## config.mk

```make
export PLATFORM = sky130hd
export DESIGN_NAME = sparse_dot24
export DESIGN_NICKNAME = d
export VERILOG_FILES = /design/src/rtl/sd24_pkg.sv /design/src/rtl/sd24_lane_sel.sv /design/src/rtl/sd24_mul.sv /design/src/rtl/sd24_ctrl.sv /design/src/rtl/sparse_dot24.sv
export SDC_FILE = /design/constraint.sdc
export NUM_CORES = 1
export LEC_CHECK = 0
export BUFFER_PORTS_ARGS = -buffer_cell sky130_fd_sc_hd__buf_2
export CORE_MARGIN = 5
export CORE_UTILIZATION = 30
export CTS_BUF_LIST = sky130_fd_sc_hd__clkbuf_16
export CTS_CLUSTER_SIZE = 40
export DETAILED_ROUTE_END_ITERATION = 8
export PLACE_DENSITY = 0.45
export SLEW_MARGIN = 30
export SYNTH_ARGS = -nofsm -noshare
export SYNTH_HDL_FRONTEND = slang
export SYNTH_SLANG_ARGS = --single-unit
```

## constraint.sdc

```tcl
create_clock -name clk -period 12.3 [get_ports clk]
set_input_delay 1.845 -clock clk [delete_from_list [all_inputs] [get_ports clk]]
set_output_delay 1.845 -clock clk [all_outputs]
set_load 0.05 [all_outputs]
```

## src/rtl/sd24_pkg.sv

```systemverilog
package sd24_pkg;

    typedef enum logic [1:0] {
        S_IDLE = 2'd0,
        S_RUN  = 2'd1,
        S_DONE = 2'd2
    } sd24_state_t;

endpackage

```

## src/rtl/sd24_lane_sel.sv

```systemverilog
module sd24_lane_sel #(
    parameter int DW  = 8,
    parameter int GRP = 4,
    parameter int IW  = $clog2(GRP)
) (
    input  logic [GRP*DW-1:0] lanes,
    input  logic [IW-1:0]     pick,
    output logic [DW-1:0]     chosen
);

    always_comb begin
        chosen = '0;
        for (int j = 0; j < GRP; j++) begin
            if (pick == IW'(j)) begin
                chosen = lanes[j*DW +: DW];
            end
        end
    end

endmodule

```

## src/rtl/sd24_mul.sv

```systemverilog
module sd24_mul #(
    parameter int DW = 8,
    parameter int AW = 32
) (
    input  logic [DW-1:0] op_w,
    input  logic [DW-1:0] op_a,
    output logic [AW-1:0] prod
);

    localparam int PW = 2 * DW;

    logic signed [PW-1:0] full;

    assign full = $signed(op_w) * $signed(op_a);
    assign prod = {{(AW-PW){full[PW-1]}}, full};

endmodule

```

## src/rtl/sd24_ctrl.sv

```systemverilog
module sd24_ctrl
    import sd24_pkg::*;
#(
    parameter int AW = 32
) (
    input  logic          clk,
    input  logic          rst_n,
    input  logic          grp_valid,
    input  logic          grp_first,
    input  logic          grp_last,
    input  logic          grp_bad,
    input  logic [AW-1:0] grp_sum,
    input  logic [AW-1:0] init_c,
    output logic [AW-1:0] res_data,
    output logic          res_valid,
    output logic          idx_err
);

    sd24_state_t state_q, state_d;
    logic [AW-1:0] acc_q;
    logic [AW-1:0] base;
    logic [AW-1:0] acc_next;
    logic          accept;

    assign accept   = grp_valid && (grp_first || state_q == S_RUN);
    assign base     = grp_first ? init_c : acc_q;
    assign acc_next = base + (grp_bad ? '0 : grp_sum);

    always_comb begin
        state_d = state_q;
        unique case (state_q)
            S_IDLE: begin
                if (accept) state_d = grp_last ? S_DONE : S_RUN;
            end
            S_RUN: begin
                if (accept) state_d = grp_last ? S_DONE : S_RUN;
            end
            S_DONE: begin
                if (accept) state_d = grp_last ? S_DONE : S_RUN;
                else        state_d = S_IDLE;
            end
            default: state_d = S_IDLE;
        endcase
    end

    always_ff @(posedge clk) begin
        if (!rst_n) state_q <= S_IDLE;
        else        state_q <= state_d;
    end

    always_ff @(posedge clk) begin
        if (!rst_n) begin
            acc_q    <= '0;
            res_data <= '0;
            idx_err  <= 1'b0;
        end else begin
            idx_err <= accept && grp_bad;
            if (accept) begin
                acc_q <= acc_next;
                if (grp_last) res_data <= acc_next;
            end
        end
    end

    assign res_valid = (state_q == S_DONE);


    last_pulse_chk: assert property (@(posedge clk) disable iff (!rst_n)
        (grp_valid && grp_last && (grp_first || state_q == S_RUN)) |=> res_valid);


    result_src_chk: assert property (@(posedge clk) disable iff (!rst_n)
        $rose(res_valid) |-> $past(grp_valid && grp_last));


    bad_hold_chk: assert property (@(posedge clk) disable iff (!rst_n)
        (accept && grp_bad && !grp_first) |=> acc_q == $past(acc_q));


    clear_bad_chk: assert property (@(posedge clk) disable iff (!rst_n)
        (grp_valid && grp_first && grp_bad) |=> acc_q == $past(init_c));


    idle_ignore_chk: assert property (@(posedge clk) disable iff (!rst_n)
        (grp_valid && !grp_first && state_q != S_RUN)
            |=> (acc_q == $past(acc_q) && !idx_err));


    no_group_chk: assert property (@(posedge clk) disable iff (!rst_n)
        !grp_valid |=> (!idx_err && acc_q == $past(acc_q)));

endmodule

```

## src/rtl/sparse_dot24.sv

```systemverilog
module sparse_dot24 #(
    parameter int DW   = 8,
    parameter int AW   = 32,
    parameter int GRP  = 4,
    parameter int KEEP = 2
) (
    input  logic                      clk,
    input  logic                      rst_n,
    input  logic                      grp_valid,
    input  logic                      grp_first,
    input  logic                      grp_last,
    input  logic [KEEP*DW-1:0]        wt_val,
    input  logic [KEEP*$clog2(GRP)-1:0] wt_idx,
    input  logic [GRP*DW-1:0]         act,
    input  logic [AW-1:0]             init_c,
    output logic [AW-1:0]             res_data,
    output logic                      res_valid,
    output logic                      idx_err
);

    localparam int IW = $clog2(GRP);

    logic [KEEP*DW-1:0] sel_act;
    logic [KEEP*AW-1:0] prods;
    logic [AW-1:0]      grp_sum;
    logic               grp_bad;

    for (genvar k = 0; k < KEEP; k++) begin : g_slot
        sd24_lane_sel #(.DW(DW), .GRP(GRP), .IW(IW)) u_sel (
            .lanes  (act),
            .pick   (wt_idx[k*IW +: IW]),
            .chosen (sel_act[k*DW +: DW])
        );
        sd24_mul #(.DW(DW), .AW(AW)) u_mul (
            .op_w (wt_val[k*DW +: DW]),
            .op_a (sel_act[k*DW +: DW]),
            .prod (prods[k*AW +: AW])
        );
    end

    always_comb begin
        grp_sum = '0;
        for (int k = 0; k < KEEP; k++) begin
            grp_sum = grp_sum + prods[k*AW +: AW];
        end
    end

    always_comb begin
        grp_bad = 1'b0;
        for (int k = 1; k < KEEP; k++) begin
            if (wt_idx[k*IW +: IW] <= wt_idx[(k-1)*IW +: IW]) grp_bad = 1'b1;
        end
    end

    sd24_ctrl #(.AW(AW)) u_ctrl (
        .clk       (clk),
        .rst_n     (rst_n),
        .grp_valid (grp_valid),
        .grp_first (grp_first),
        .grp_last  (grp_last),
        .grp_bad   (grp_bad),
        .grp_sum   (grp_sum),
        .init_c    (init_c),
        .res_data  (res_data),
        .res_valid (res_valid),
        .idx_err   (idx_err)
    );


    err_src_chk: assert property (@(posedge clk) disable iff (!rst_n)
        idx_err |-> $past(grp_valid));

endmodule

```

==> impl_metrics.ini, run 1 <==
[placed_design]
dp_slack_ns = 1.53
place.gp.congestion = 0.780
hpwl_microns = 23400
io_buffers = 122

[drt]
drt-pass1-iter-count = 4
avgViaCountPerCell = 4.71
ant_nets = 0
totalWireLength_microns = 28100
vias = 8041
drt-wirelength-per-cell_microns = 16.4
drt-initial-drc-count = 257
route.detailed.drc = 0

[sta]
max_slew.worst_pin.slew_ns = 0.864
clock_skew_ns = 0.00888
clock.fmax_mhz = 96.2
finalSetupViolCount = 0
rsz0062_at_grt = no
fin_ws_ns = 1.91
setup_tns_ns = 0
slew_viol_final = 0
final_hold_viol_count = 0
fin_crit_ns = 10.39
relSlewSlack_pct = 42.0
fin_crit_sh_pct = 84.5

[die]
die_h_microns = 194
core_sq_mm = 0.0335
boundaryPins = 123
die_x_microns = 194
initial_utilization_pct = 30.4
row_count = 67
dieArea_sq_mm = 0.0378

[setup_path]
cp_common_cell = fa_1
r2r_end = u_ctrl.acc_q[31]
critical_path.top_delay_family = adder cells
worst_ep_arrival_time_ns = 10.67
reg2reg_slack_ns = 9.02
rr_startpoint = u_ctrl.acc_q[16]
crit_required_ns = 12.58
rr_worst_depth = 11
crit_buf_inv = 4
cp-end-kind = flip-flop
worstPathMaxFanout = 16
max_stage_delay_ns = 0.67
critPathKind = input port to flip-flop
worst_path_max_delay_cell = o21ai_1
worstSetupStartpointType = input port

[global_route]
overflow = 0
grt.total_usage_pct = 15.2
grt_antenna_before_repair = 1
grt_max_degree = 42
grt_pass1_vias = 8794
grt_first_pass_wirelength_microns = 46500

[synthesis]
synth-edff-count = 0
yosysUniqueCellTypes = 65
synth_compound_area_share_pct = 11.6
synthMuxAreaShare_pct = 7.25
synthCells = 1153
synth_top_family_by_area = adder cells
ys_seq_area_share_pct = 13.2
synth_top_flop_cell = dfxtp_1
syn-num-nets = 1472
synthSimpleGateAreaFrac_pct = 17.2
synthArstFlopShare_pct = 0
synth_adder_area_share_pct = 38.8
ys.warnings.count = 0
synth.cell_area_sq_mm = 0.0102
ys_ff_latch = 67
synth.avg_cell_area_sq_um = 8.84
post_synth_xor_area_fraction_pct = 3.87

[clocking]
cts_buffers = 9
root_buffer = clkbuf_16
cts_tree = built
cts_sinks = 67
h-tree-depth = 3
path_clk_slew_ns = 0.06
cts_setup_buffers = 0
cts.path.max_buffers = 2
post_cts_resized = 0
cts_hold_buf = 0
clock_latency_ns = 0.34

[job]
drv_cap = 0

[worst_hold_path]
worstHoldPathCells = 2
min_to = u_ctrl.res_data[4]
hold_class = flip-flop to flip-flop
hold_path.startpoint = u_ctrl.res_data[4]

[final_layout]
final_nets = 1575
diodes = 0
syn_to_final_growth_pct = 13.3
drive_gt1_share_pct = 16.9

[status]
outcome = complete, no violations
[flip-flops by register name, summed over array words and instances, names as in the netlist]
signal / cells
u_ctrl.acc_q: 32
u_ctrl.state_q: 2
u_ctrl.idx_err: 1
u_ctrl.res_data: 32
[routing by layer]
layer,vias to the layer above,global-route usage [%],wire length [microns]
li1,3982,-,-
met1,3951,20.5,13200
met2,88,26.9,14000
met3,18,1.73,638
met4,2,1.88,268
met5,-,0,7
[worst max-delay path by stage]
stage          startpoint          endpoint  slack [ns]  cells after the start
2_1_floorplan   wt_idx[0]  u_ctrl.acc_q[31]        2.16                     34
3_3_place_gp    wt_idx[0]  u_ctrl.acc_q[31]        1.69                     29
3_5_place_dp    wt_idx[0]  u_ctrl.acc_q[31]        1.53                     29
4_1_cts         wt_idx[0]  u_ctrl.acc_q[31]        1.85                     29
5_1_grt         wt_idx[0]  u_ctrl.acc_q[31]        1.33                     29
6_report        wt_idx[0]  u_ctrl.acc_q[31]        1.91                     29
[cell usage after synthesis, drive strengths merged, types with 4 or more instances]
library cell	count	share of area, %
inv	174	6.4
fa	144	28
nand2	135	5.0
ha	86	11
and2	77	4.7
a21oi	75	3.7
dfxtp	67	13
nor2	65	2.4
mux2	35	3.9
o21ai	32	1.6
xnor2	31	2.7
clkbuf	28	1.0
nand3	27	1.3
a21o	17	1.3
mux4	14	3.1
xor2	14	1.2
a211oi	12	0.88
nor2b	11	0.68
nand4	9	0.55
o21a	9	0.66
buf	8	0.56
or3	8	0.59
and3	7	0.44
nand2b	6	0.39
o211ai	6	0.44
o21bai	6	0.44
or2	6	0.37
nor3	5	0.25
a31oi	4	0.31
[layout by cell type (no fill, tap or decap), types with 16 or more instances in the layout]
cell / synthesis / final
dfxtp_1: 67 / 67
and2_1: 77 / 77
nor2_1: 65 / 65
mux2_2: 35 / 35
a21o_1: 16 / 16
buf_2: 1 / 122
xnor2_1: 31 / 31
nand2_1: 135 / 135
inv_1: 173 / 174
ha_1: 86 / 86
a21oi_1: 75 / 75
o21ai_0: 24 / 24
fa_1: 144 / 144
nand3_1: 27 / 27
[through the flow]
stage / instances / hold WS [ns] / utilization, % / area [sq um]
global route: 1709 / 0.472 / 34.4 / 11500
finish: 1709 / 0.451 / 34.4 / 11500
detailed placement: 1693 / 0.447 / 33.6 / 11300
CTS: 1709 / 0.455 / 34.4 / 11500
global placement: 1693 / 0.440 / 33.6 / 11300
floorplan: 1153 / 0.434 / - / 10200
[worst register-to-register path, cell delays in order (launching register included)]
cell and delay, ns:
dfxtp_1 0.31, mux2_2 0.27, ha_1 0.41, a21oi_1 0.29, o21ai_0 0.15, a311oi_1 0.41
o21ai_2 0.18, o311ai_4 0.30, nor2_1 0.08, or3_4 0.38, or3_1 0.37, nand3_1 0.08
[area by class of cell]
| type | count | area, sq um |
|---|---|---|
| fill | 3669 | 22000 |
| timing repair buffer | 129 | 663 |
| tap | 448 | 561 |
| sequential | 67 | 1340 |
| inverter | 174 | 653 |
| clock inverter | 7 | 68.8 |
| multi-input combinational | 875 | 8040 |
| clock buffer | 9 | 225 |
[cells by family after synthesis]
group	after synthesis
and+or+nand+nor	363
DFF	67
AOI/OAI and AO/OA	185
muxes	52
adders and majority gates	230
buffers and inverters	211
xor gates and xnor gates	45
Power of run 1 is left out: the tool's default activity adds up to more than one toggle a clock period on the data nets, which glitch-free logic cannot reach.
==> inputs of run 2 (changes only) <==
--- a/config.mk
+++ b/config.mk
@@ -11,7 +11,7 @@
 export CTS_BUF_LIST = sky130_fd_sc_hd__clkbuf_16
 export CTS_CLUSTER_SIZE = 40
 export DETAILED_ROUTE_END_ITERATION = 8
-export PLACE_DENSITY = 0.45
+export PLACE_DENSITY = 0.46
 export SLEW_MARGIN = 30
 export SYNTH_ARGS = -nofsm -noshare
 export SYNTH_HDL_FRONTEND = slang
==> constraint.sdc (replaced) <==
create_clock -name clk -period 9.51 [get_ports clk]
set_input_delay 1.4265 -clock clk [delete_from_list [all_inputs] [get_ports clk]]
set_output_delay 1.4265 -clock clk [all_outputs]
set_load 0.05 [all_outputs]
==> run 2 against run 1 <==
  * Register-to-register slack worse by 2.8 ns
  * Sequential share of layout area down 0.69 points
  * Final cell count up 4.7%
  * Critical endpoint unchanged
  * Largest cell class unchanged
==> impl_metrics.ini, run 2 (synthesis results as in run 1) <==
[die]
dieArea_sq_mm = 0.0378
initial_utilization_pct = 30.4
row_count = 67
boundaryPins = 123
die_x_microns = 194
die_h_microns = 194
core_sq_mm = 0.0335

[setup_path]
worstSetupStartpointType = input port
worst_ep_arrival_time_ns = 9.45
max_stage_delay_ns = 0.54
cp-end-kind = flip-flop
crit_start = wt_idx[0]
crit_required_ns = 9.78
worst_path_max_delay_cell = fa_1
cp_common_cell = fa_1
critPathKind = input port to flip-flop
rr_startpoint = u_ctrl.acc_q[0]
worstPathMaxFanout = 6

[global_route]
overflow = 0
grt_pass1_vias = 8887
grt.total_usage_pct = 15.0
grt_max_degree = 45
grt_antenna_before_repair = 0
grt_first_pass_wirelength_microns = 46700

[placed_design]
place.gp.congestion = 0.834
io_buffers = 122
hpwl_microns = 23100
dp_slack_ns = -0.284

[clocking]
cts_hold_buf = 0
root_buffer = clkbuf_16
clock_latency_ns = 0.33
cts_tree = built
cts.path.max_buffers = 2
cts_sinks = 67
path_clk_slew_ns = 0.06
cts_buffers = 9
h-tree-depth = 3

[worst_hold_path]
hold_class = flip-flop to flip-flop
hold_path.startpoint = u_ctrl.acc_q[17]

[drt]
drt-wirelength-per-cell_microns = 15.6
drt-initial-drc-count = 300
totalWireLength_microns = 28000
vias = 8364
avgViaCountPerCell = 4.67
ant_nets = 0
drt-pass1-iter-count = 4
route.detailed.drc = 0

[sta]
clock_skew_ns = 0.00713
fin_crit_ns = 9.17
finalSetupViolCount = 0
fin_crit_sh_pct = 96.4
max_slew.worst_pin.slew_ns = 0.945
slew_viol_final = 0
relSlewSlack_pct = 37.0
fin_ws_ns = 0.338
final_hold_viol_count = 0
clock.fmax_mhz = 109

[job]
drv_cap = 0

[final_layout]
drive_gt1_share_pct = 22.8
final_cell_mix = 172 x inv_1, 143 x fa_1, 134 x nand2_1, 121 x buf_2, 86 x buf_4
syn_to_final_growth_pct = 20.4
largest_registers = u_ctrl.acc_q: 32 flops, u_ctrl.res_data: 32 flops, u_ctrl.state_q: 2 flops
diodes = 0
final_nets = 1656
final_common_cell = inv_1

[status]
outcome = complete, no violations
run 2: final timing paths:
check / to / slack, ns / cells after the start
hold / removal: u_ctrl.acc_q[17] / 0.45 / 2
setup reg to reg: u_ctrl.acc_q[24] / 6.21 / 12
setup / recovery: u_ctrl.acc_q[31] / 0.34 / 31
hold reg to reg: u_ctrl.acc_q[17] / 0.45 / 2
run 2: cell type report:
cell class | instances | area, sq um
clock inverter | 7 | 100
tap | 448 | 561
fill | 3554 | 21300
timing repair buffer | 210 | 1290
multi-input combinational | 875 | 8100
clock buffer | 9 | 225
sequential | 67 | 1340
inverter | 174 | 653
run 2: timing repair:
item | 4_1_cts | 5_1_grt
endpoints found under the setup margin | 0 | 20
buffers inserted | 0 | 4
resized for setup | 0 | 17
endpoints found under the hold margin | 0 | 0
run 2: layer usage:
layer | track usage [%] | part of all wire, % | wire length, microns | vias up
met1 | 20.3 | 47 | 13200 | 4130
met2 | 27.0 | 50 | 14000 | 91
met4 | 1.35 | 0.35 | 98 | 0
li1 | - | - | - | 4139
met5 | 0 | 0 | 0 | -
met3 | 1.45 | 2.3 | 641 | 4
run 2: through the flow:
stage | hold WS, ns | instances | instance area, sq um | utilization, % | setup TNS [ns]
final | 0.452 | 1790 | 12300 | 36.6 | 0
after global routing | 0.466 | 1790 | 12300 | 36.6 | -0.0250
after CTS | 0.452 | 1786 | 12200 | 36.3 | 0
after detailed placement | 0.444 | 1770 | 11800 | 35.3 | -0.839
after global placement | 0.438 | 1770 | 11800 | 35.3 | -0.369
after floorplan | 0.434 | 1153 | 10200 | - | 0
run 2: worst max-delay path: cells and delay by family:
family | cells | cell delay, ns
muxes | 2 | 0.88
adders and majority gates | 8 | 3.54
and+or+nand+nor | 5 | 1.09
AOI/OAI and AO/OA | 8 | 1.73
buffers and inverters | 8 | 0.79
Power of run 2 is left out for the same reason.
